`config.mk`:
```
export PLATFORM = sky130hd
export DESIGN_NAME = cmt_channel
export DESIGN_NICKNAME = d
export VERILOG_FILES = /design/src/rtl/cmt_pkg.sv /design/src/rtl/cmt_counter.sv /design/src/rtl/cmt_flags.sv /design/src/rtl/cmt_wave.sv /design/src/rtl/cmt_channel.sv
export SDC_FILE = /design/constraint.sdc
export NUM_CORES = 1
export LEC_CHECK = 0
export ABC_AREA = 1
export BUFFER_PORTS_ARGS = -buffer_cell sky130_fd_sc_hd__buf_2
export CORE_ASPECT_RATIO = 0.9
export CORE_MARGIN = 2
export CORE_UTILIZATION = 60
export CTS_BUF_LIST = sky130_fd_sc_hd__clkbuf_4
export CTS_CLUSTER_SIZE = 28
export DETAILED_ROUTE_END_ITERATION = 7
export GPL_ROUTABILITY_DRIVEN = 0
export HOLD_SLACK_MARGIN = 0.15
export PLACE_DENSITY_LB_ADDON = 0.08
export SYNTH_ARGS = -nofsm -noshare
export SYNTH_HDL_FRONTEND = slang
export SYNTH_SLANG_ARGS = --single-unit
```
`constraint.sdc`:
```
create_clock -name clk -period 4.97 [get_ports clk]
set_clock_uncertainty 0.05 [all_clocks]
set_input_delay 0.497 -clock clk [delete_from_list [all_inputs] [get_ports clk]]
set_output_delay 0.497 -clock clk [all_outputs]
set_load 0.02 [all_outputs]
```
`src/rtl/cmt_pkg.sv`:
```
package cmt_pkg;

    localparam int unsigned DW = 8;

    typedef enum logic [1:0] {
        ACT_HOLD   = 2'b00,
        ACT_LOW    = 2'b01,
        ACT_HIGH   = 2'b10,
        ACT_TOGGLE = 2'b11
    } wave_act_e;

    // bit layout matches status[4:0]
    typedef struct packed {
        logic      adc_en;
        wave_act_e act_b;
        wave_act_e act_a;
    } cmt_ctrl_t;

    // bit layout matches status[7:5]
    typedef struct packed {
        logic hit_b;
        logic hit_a;
        logic wrap;
    } cmt_evt_t;

    localparam logic [1:0] ADDR_CNT  = 2'd0;
    localparam logic [1:0] ADDR_CMPA = 2'd1;
    localparam logic [1:0] ADDR_CMPB = 2'd2;
    localparam logic [1:0] ADDR_STAT = 2'd3;

    function automatic logic wave_apply(wave_act_e act, logic cur);
        case (act)
            ACT_HOLD: return cur;
            ACT_LOW:  return 1'b0;
            ACT_HIGH: return 1'b1;
            default:  return ~cur;
        endcase
    endfunction

endpackage

```
`src/rtl/cmt_counter.sv`:
```
module cmt_counter
    import cmt_pkg::*;
#(
    parameter int unsigned W = 8
) (
    input  logic         clk,
    input  logic         rst,
    input  logic         tick,
    input  logic [W-1:0] cmp_a,
    input  logic [W-1:0] cmp_b,
    output logic [W-1:0] cnt,
    output cmt_evt_t     evt
);
    localparam logic [W-1:0] TOP = {W{1'b1}};

    logic [W-1:0] cnt_nxt;
    assign cnt_nxt = cnt + 1'b1;

    // events are reported on the edge that loads the new count
    always_comb begin
        evt.hit_a = tick && (cnt_nxt == cmp_a);
        evt.hit_b = tick && (cnt_nxt == cmp_b);
        evt.wrap  = tick && (cnt == TOP);
    end

    always_ff @(posedge clk) begin
        if (rst)       cnt <= '0;
        else if (tick) cnt <= cnt_nxt;
    end

    a_r1_hold_without_tick: assert property (@(posedge clk) disable iff (rst)
        !tick |=> $stable(cnt));
    a_r3_wrap_lands_on_zero: assert property (@(posedge clk) disable iff (rst)
        evt.wrap |=> (cnt == '0));
endmodule

```
`src/rtl/cmt_flags.sv`:
```
module cmt_flags #(
    parameter int unsigned N = 3
) (
    input  logic         clk,
    input  logic         rst,
    input  logic [N-1:0] set,
    input  logic         rd_stb,
    input  logic         wr_stb,
    input  logic [N-1:0] wdata,
    input  logic [N-1:0] hw_clr,
    output logic [N-1:0] flag
);
    logic [N-1:0] arm;

    for (genvar i = 0; i < N; i++) begin : g_bit
        logic clr;
        assign clr = hw_clr[i] || (wr_stb && !wdata[i] && arm[i]);

        always_ff @(posedge clk) begin
            if (rst) begin
                flag[i] <= 1'b0;
                arm[i]  <= 1'b0;
            end else begin
                if (set[i])   flag[i] <= 1'b1;
                else if (clr) flag[i] <= 1'b0;

                if (set[i] || clr)          arm[i] <= 1'b0;
                else if (rd_stb && flag[i]) arm[i] <= 1'b1;
            end
        end

        a_r2_set_takes: assert property (@(posedge clk) disable iff (rst)
            set[i] |=> flag[i]);
        a_r4_no_spurious_set: assert property (@(posedge clk) disable iff (rst)
            (!flag[i] && !set[i]) |=> !flag[i]);
        a_r5_unarmed_survives: assert property (@(posedge clk) disable iff (rst)
            (flag[i] && !arm[i] && !hw_clr[i]) |=> flag[i]);
    end
endmodule

```
`src/rtl/cmt_wave.sv`:
```
module cmt_wave
    import cmt_pkg::*;
#(
    parameter bit HAS_ADC = 1'b1
) (
    input  logic      clk,
    input  logic      rst,
    input  cmt_evt_t  evt,
    input  cmt_ctrl_t ctrl,
    output logic      wave,
    output logic      adc_start
);
    wave_act_e act;

    // B outranks A on a shared edge
    always_comb begin
        act = ACT_HOLD;
        if (evt.hit_b)      act = ctrl.act_b;
        else if (evt.hit_a) act = ctrl.act_a;
    end

    always_ff @(posedge clk) begin
        if (rst) begin
            wave      <= 1'b0;
            adc_start <= 1'b0;
        end else begin
            wave      <= wave_apply(act, wave);
            adc_start <= HAS_ADC && evt.hit_a && ctrl.adc_en;
        end
    end

    a_r8_wave_still: assert property (@(posedge clk) disable iff (rst)
        !(evt.hit_a || evt.hit_b) |=> $stable(wave));
    a_r10_single_pulse: assert property (@(posedge clk) disable iff (rst)
        adc_start |=> !adc_start);

    if (!HAS_ADC) begin : g_noadc
        a_r11_no_request: assert property (@(posedge clk) disable iff (rst)
            !adc_start);
    end
endmodule

```
`src/rtl/cmt_channel.sv`:
```
module cmt_channel
    import cmt_pkg::*;
#(
    parameter bit HAS_ADC = 1'b1
) (
    input  logic          clk,
    input  logic          rst,
    input  logic          tick,
    input  logic          bus_sel,
    input  logic          bus_we,
    input  logic [1:0]    bus_addr,
    input  logic [DW-1:0] bus_wdata,
    output logic [DW-1:0] bus_rdata,
    input  logic          xfer_ack_a,
    input  logic          xfer_ack_b,
    input  logic          xfer_keep,
    output logic          wave_out,
    output logic          adc_start,
    output logic          irq_cmp_a,
    output logic          irq_cmp_b,
    output logic          irq_ovf
);
    localparam int unsigned NFLAG = $bits(cmt_evt_t);

    logic [DW-1:0] cmp_a, cmp_b, cnt;
    cmt_ctrl_t     ctrl;
    cmt_evt_t      evt, flags, hw_clr;
    logic          wr_stat, rd_stat;

    assign wr_stat = bus_sel && bus_we  && (bus_addr == ADDR_STAT);
    assign rd_stat = bus_sel && !bus_we && (bus_addr == ADDR_STAT);

    always_ff @(posedge clk) begin
        if (rst) begin
            cmp_a <= '0;
            cmp_b <= '0;
            ctrl  <= '0;
        end else if (bus_sel && bus_we) begin
            case (bus_addr)
                ADDR_CMPA: cmp_a <= bus_wdata;
                ADDR_CMPB: cmp_b <= bus_wdata;
                ADDR_STAT: begin
                    ctrl.act_a  <= wave_act_e'(bus_wdata[1:0]);
                    ctrl.act_b  <= wave_act_e'(bus_wdata[3:2]);
                    ctrl.adc_en <= HAS_ADC && bus_wdata[4];
                end
                default: ;
            endcase
        end
    end

    always_comb begin
        hw_clr.hit_a = xfer_ack_a && !xfer_keep;
        hw_clr.hit_b = xfer_ack_b && !xfer_keep;
        hw_clr.wrap  = 1'b0;
    end

    cmt_counter #(.W(DW)) u_cnt (
        .clk(clk), .rst(rst), .tick(tick),
        .cmp_a(cmp_a), .cmp_b(cmp_b), .cnt(cnt), .evt(evt)
    );

    cmt_flags #(.N(NFLAG)) u_flags (
        .clk(clk), .rst(rst), .set(evt), .rd_stb(rd_stat), .wr_stb(wr_stat),
        .wdata(bus_wdata[DW-1 -: NFLAG]), .hw_clr(hw_clr), .flag(flags)
    );

    cmt_wave #(.HAS_ADC(HAS_ADC)) u_wave (
        .clk(clk), .rst(rst), .evt(evt), .ctrl(ctrl),
        .wave(wave_out), .adc_start(adc_start)
    );

    always_comb begin
        case (bus_addr)
            ADDR_CNT:  bus_rdata = cnt;
            ADDR_CMPA: bus_rdata = cmp_a;
            ADDR_CMPB: bus_rdata = cmp_b;
            default:   bus_rdata = {flags, (HAS_ADC ? ctrl.adc_en : 1'b1),
                                    ctrl.act_b, ctrl.act_a};
        endcase
    end

    assign irq_cmp_a = flags.hit_a;
    assign irq_cmp_b = flags.hit_b;
    assign irq_ovf   = flags.wrap;

    a_r6_keep_blocks_ack: assert property (@(posedge clk) disable iff (rst)
        (xfer_keep && irq_cmp_a && !(wr_stat && !bus_wdata[6])) |=> irq_cmp_a);
    a_r7_ctrl_follows_write: assert property (@(posedge clk) disable iff (rst)
        wr_stat |=> (ctrl.act_a == $past(bus_wdata[1:0])));
endmodule

```
Yosys cells after proc, flatten, opt, wreduce, memory -nomap -nowiden
Cells that the tools add are included.
- register bits after elaboration: 37
- bits of input ports: 18
- output and inout bits: 13
- word-level logic and storage cells: 74
- add/sub/neg operators: 1
- eq/ne operators: 8
- muxes and demuxes: 10
- bitwise operators: 1
- reduce and logical (&&, ||, !) cells: 40
- operators with widths (operator ; count):
    8-bit one-hot mux with 3 select lines ; 1
    1-bit logical AND ; 19
    8-bit equality test ; 2
    8-bit by 1-bit adder with 8-bit output (second input constant) ; 1
    8-bit equality test (second input constant) ; 1
    2-bit equality test (second input constant) ; 3
    1-bit 2-to-1 mux ; 6
    2-bit AND reduction ; 3
    2-bit nonzero test ; 3
    2-bit OR reduction ; 3
    1-bit logical NOT ; 5
    1-bit logical OR ; 5
    2-bit by 1-bit equality test with 1-bit output (second input constant) ; 2
    2-bit logical NOT ; 2
    2-bit 2-to-1 mux ; 2
    1-bit one-hot mux with 3 select lines ; 1
    1-bit inverter ; 1

Longest topological paths before layout
- depth after elaboration: 7
- depth in mapped cells: 17
- mapped depth without buffers: 17

Hierarchy
From an unflattened synthesis, not the netlist that was laid out.
- cell total of the unflattened synthesis: 384
- area, all modules: 2367.3 um^2
- by module, submodules not included (module ; times used ; cells each ; area each (um^2) ; seq. area each (um^2)):
    cmt_channel ; 1 ; 183 ; 1143.6 ; 420.4
    cmt_counter ; 1 ; 143 ; 809.5 ; 160.2
    cmt_flags ; 1 ; 40 ; 281.5 ; 120.1
    cmt_wave ; 1 ; 18 ; 132.6 ; 40.0

Worst setup path after synthesis
Ideal clock, no wire load.
- path type: register to register
- start: reg u_cnt.cnt[1]
- end: reg u_wave.wave
- library setup time: 122 ps
- data arrival time: 2006 ps
- data required time: 4798 ps
- slack: 2792 ps
- cell stages (with the launch flop): 16
- clock period less this slack: 2178 ps
- cell sequence: dfxtp_1 -> ha_1 -> nand3_2 -> o21bai_4 -> nand2_1 -> nand2_1 -> nand2_1 -> nor2_1 -> nand2_1 -> nor2_4 -> nand3_1 -> nand2_1 -> inv_1 -> ha_1 -> o21ai_0 -> a21oi_1
- longest elaborated chain between the ends: 7
- RTL lines (element ; RTL line ; source):
    from (decl) ; cmt_counter.sv:11 ; output logic [W-1:0] cnt,
    from (signal assigned) ; cmt_counter.sv:28 ; else if (tick) cnt <= cnt_nxt;
    8-bit by 1-bit adder with 8-bit output (*) ; cmt_counter.sv:17 ; assign cnt_nxt = cnt + 1'b1;
    8-bit equality test ; cmt_counter.sv:21 ; evt.hit_a = tick && (cnt_nxt == cmp_a);
    1-bit logical AND ; cmt_counter.sv:21 ;
    2-bit 2-to-1 mux ; cmt_wave.sv:19 ; else if (evt.hit_a) act = ctrl.act_a;
    2-bit 2-to-1 mux (*) ; cmt_wave.sv:18 ; if (evt.hit_b) act = ctrl.act_b;
    2-bit equality test (tied with other cells) ; cmt_pkg.sv:32 ; case (act)
    1-bit one-hot mux with 3 select lines ; cmt_pkg.sv:32 ;
    to (signal assigned) ; cmt_wave.sv:27 ; wave <= wave_apply(act, wave);
    to (decl) ; cmt_wave.sv:10 ; output logic wave,
Mark *: on every way between the ends. The rest lies on a longest branch, timed or not.
A chain may end at the register's enable or synchronous reset.

Worst setup path after layout
- start: reg u_cnt.cnt[0]
- end: reg u_wave.wave
Same word-level chain as after synthesis.

==> key figures <==
Outcome
  • Result of the run: completed

Clocking
  • H-tree levels: 2
  • Total CTS buffers: 5
  • Clock sinks: 37
  • Number of gates given a new drive strength after cts: 0
  • Count of hold-fix buffers inserted at cts: 0
  • Clock tree root buffer cell: sky130_fd_sc_hd__clkbuf_4
  • Skew-Pair Late Insertion Delay: 0.36 ns
  • CTS tree: done
  • Clock transition at the registers of the reported paths: 0.12 ns
  • CTS max path bufs: 2
  • Setup Buffers After CTS: 0

Routing
  • Detailed-route via count: 2,216
  • Detailed-router iteration count before antenna repair: 5
  • DR top layer: met4
  • Remaining design rule violation count: 0
  • Final routed wire length divided by cell count: 13.7 um
  • Vias per inst: 5.55
  • Detailed-route wire length on metal 1: 2450 um
  • DRT antenna net count: 0
  • Met2 wire length: 2390 um
  • Number of violations reported at the end of detailed-routing iteration 0: 164
  • WL met3: 476 um
  • Total length of routed wires: 5470 um

Power and ir drop
  • Final Total Pwr: 625 uW
  • Power share of the sequential group: 0.512
  • Leakage Power: 0.00107 uW
  • Clk network pwr share: 0.338
  • Switching share of power: 0.283
  • IR Drop Worst-Case VDD: 0.000177 V
  • Internal power: 448 uW
  • Switching power: 177 uW
  • Pwr dens: 263 nW/um2
  • Fraction of power consumed by combinational cells: 0.149

Global routing
  • Wire length of the first global-routing pass: 9030 um
  • Maximum number of pins on one net before global-route repair: 33
  • Number of antenna violations at the first check in global routing: 0
  • Total congestion overflow: 0
  • Vias in the first global route: 1,963
  • Gr usage total: 0.306

Setup path
  • Data arrival time of the critical path: 2.76 ns
  • Worst Setup End Kind: register
  • CP bufs+invs: 1
  • Nature of the critical path startpoint: register
  • Cell type group with the largest total delay on the critical path: simple AND/OR/NAND/NOR gates
  • Setup Crit Path Kind: reg2reg
  • Most frequent CP cell: sky130_fd_sc_hd__nand2_1
  • Data required time at the worst endpoint: 5.19 ns
  • Delay contributed by the slowest stage of the critical path: 0.51 ns
  • Maximum fanout count along the critical path: 9
  • Library cell contributing the largest single delay on the critical path: sky130_fd_sc_hd__dfxtp_1
  • Cell-by-cell listing of the critical path: ha_1 -> nand3_2 -> o21bai_4 -> nand2_1 -> nand2_1 -> nand2_1 -> nor2_1 -> nand2_1 -> nor2_4 -> nand3_1 -> nand2_1 -> inv_1 -> ha_1 -> o21ai_0 -> a21oi_1

Die
  • I/O Pins: 31
  • Core ar.: 3380 um2
  • Effective utilization at floorplan: 0.630
  • Chip width: 66.8 um
  • Die area: 4040 um2
  • Std cell rows: 20
  • Die Y-Extent: 60.5 um

Logic synthesis
  • Portion of the post-synthesis area used by sequential elements: 0.348
  • Commonest register cell after synthesis: sky130_fd_sc_hd__dfxtp_1
  • Post-synth top area cell: sky130_fd_sc_hd__dfxtp_1
  • Post-synthesis cell count: 324
  • Cells taking the most area after synthesis: sky130_fd_sc_hd__dfxtp_1 35%, sky130_fd_sc_hd__nand2_1 14%, sky130_fd_sc_hd__a21oi_1 7.3%, sky130_fd_sc_hd__inv_1 7.1%, sky130_fd_sc_hd__o21ai_0 6.8%
  • Mean post-synth cell area: 6.56 um2
  • Count of flip-flops with a built-in enable after synthesis: 0
  • Cell with the most instances after synthesis: sky130_fd_sc_hd__nand2_1
  • Flops & latches, synth: 37
  • Total standard cell area after synthesis: 2130 um2
  • Synth cell count leaders: 81 x sky130_fd_sc_hd__nand2_1, 40 x sky130_fd_sc_hd__inv_1, 37 x sky130_fd_sc_hd__dfxtp_1, 32 x sky130_fd_sc_hd__nor2_1, 31 x sky130_fd_sc_hd__a21oi_1
  • Post-Syn Nets: 345
  • Async set-or-reset flop fraction in the synthesized netlist: 0
  • Proportion of netlist area held by the largest area contributor: 0.348
  • Yosys warns: 0
  • Post-synth cell types: 28

Job
  • Max-capacitance violation count: 0

Timing
  • Fmax: 0.393 GHz
  • # setup viols final: 0
  • Slew at the pin with the worst max-slew slack: 0.835 ns
  • Final cycle utilization of the critical path: 0.512
  • Final count of pins violating max slew: 0
  • Min cycle time layout: 2.55 ns
  • Hold Violations, Final: 0
  • Sum of negative setup slack: 0 ns
  • Headroom to the max-slew limit: 0.443
  • Setup repair after global routing missed its margin: false

Layout
  • Number of nets in the layout: 375
  • Share of cells above drive strength 1: 0.166
  • Count of inserted antenna diode cells: 0
  • Layout overhead on the synthesized area: 11.7%
  • Design Area, Final: 2380 um2

Worst hold path
  • Class of the tightest hold or removal check: in2reg

Placed design
  • Area after detailed placement: 2300 um2
  • Total of buffers placed on input and output ports: 30
  • Detailed placement HPWL: 4100 um
-- layout by cell type (no fill, tap or decap), drive strengths merged, types with 5 or more instances in the layout --
master | netlist | routed
a21oi | 32 | 32
inv | 44 | 44
o22ai | 5 | 5
nor2 | 38 | 38
buf | 3 | 30
dfxtp | 37 | 37
clkbuf | 4 | 6
o21ai | 30 | 30
nand2 | 85 | 85
nand3 | 25 | 25
-- metal layers --
layer | track usage | up-vias
li1 | - | 1126
met1 | 0.393 | 984
met2 | 0.483 | 92
met3 | 0.0761 | 14
met4 | 0.155 | 0
met5 | 0 | -
-- worst register-to-register path, delay by kind of cell, from the launching register on --
kind                       cells  cell delay [ns]
and+or+nand+nor                9             0.83
adders and majority gates      2             0.60
DFF                            1             0.51
AOI/OAI and AO/OA              3             0.42
buffers and inverters          1             0.05
-- final cells by class --
class,instances,area [um2]
Sequential cell,37,741
Clock inverter,2,33.8
Fill cell,329,1000
Inverter,47,176
Tap cell,44,55.1
Clock buffer,6,45.0
Multi-Input combinational cell,233,1170
Timing Repair Buffer,30,150
-- worst paths after layout --
kind	from	endpoint	slack [ns]	depth (start not counted)
setup / recovery	u_cnt.cnt[0]$_SDFFE_PP0P_	u_wave.wave$_SDFFE_PP0P_	2.42	15
hold / removal	bus_wdata[4]	ctrl[4]$_SDFFE_PP0P_	0.34	3
setup reg to reg	u_cnt.cnt[0]$_SDFFE_PP0P_	u_wave.wave$_SDFFE_PP0P_	2.42	15
hold reg to reg	u_flags.arm[0]$_SDFFE_PP0P_	u_flags.arm[0]$_SDFFE_PP0P_	0.42	2
-- kinds of logic (layout without fill, tap and decap cells) --
kind of cell / Yosys count / count (layout) / synth area share
buffers and inverters: 54 / 85 / 0.0994
DFF: 37 / 37 / 0.348
adders and majority gates: 3 / 3 / 0.0176
AOI/OAI and AO/OA: 75 / 75 / 0.199
and+or+nand+nor: 152 / 152 / 0.324
xor gates and xnor gates: 3 / 3 / 0.0124
-- per-stage QoR --
stage	std cells	hold slack, ns	util	setup slack, ns
final	399	0.338	0.703	2.42
after global routing	399	0.346	0.703	2.12
after CTS	399	0.329	0.703	2.42
after detailed placement	391	0.410	0.680	2.46
after global placement	391	0.404	0.680	2.55
after floorplan	324	0.383	-	2.79
-- sequential cells by signal, indices dropped and copies added, names as in the netlist --
register          flops
u_wave.adc_start      1
cmp_a                 8
u_flags.arm           3
ctrl                  5
u_flags.flag          3
u_wave.wave           1
u_cnt.cnt             8
cmp_b                 8
-- power by group through the flow --
stage               registers (uW)  logic [uW]  clock network (uW)
global placement               326        90.9                   0
finish                         320        93.3                 211
CTS                            319        92.1                 215
global route                   322         104                 227
floorplan                      322        67.2                   0
detailed placement             326        91.7                   0
(Power assumes the default switching activity.)
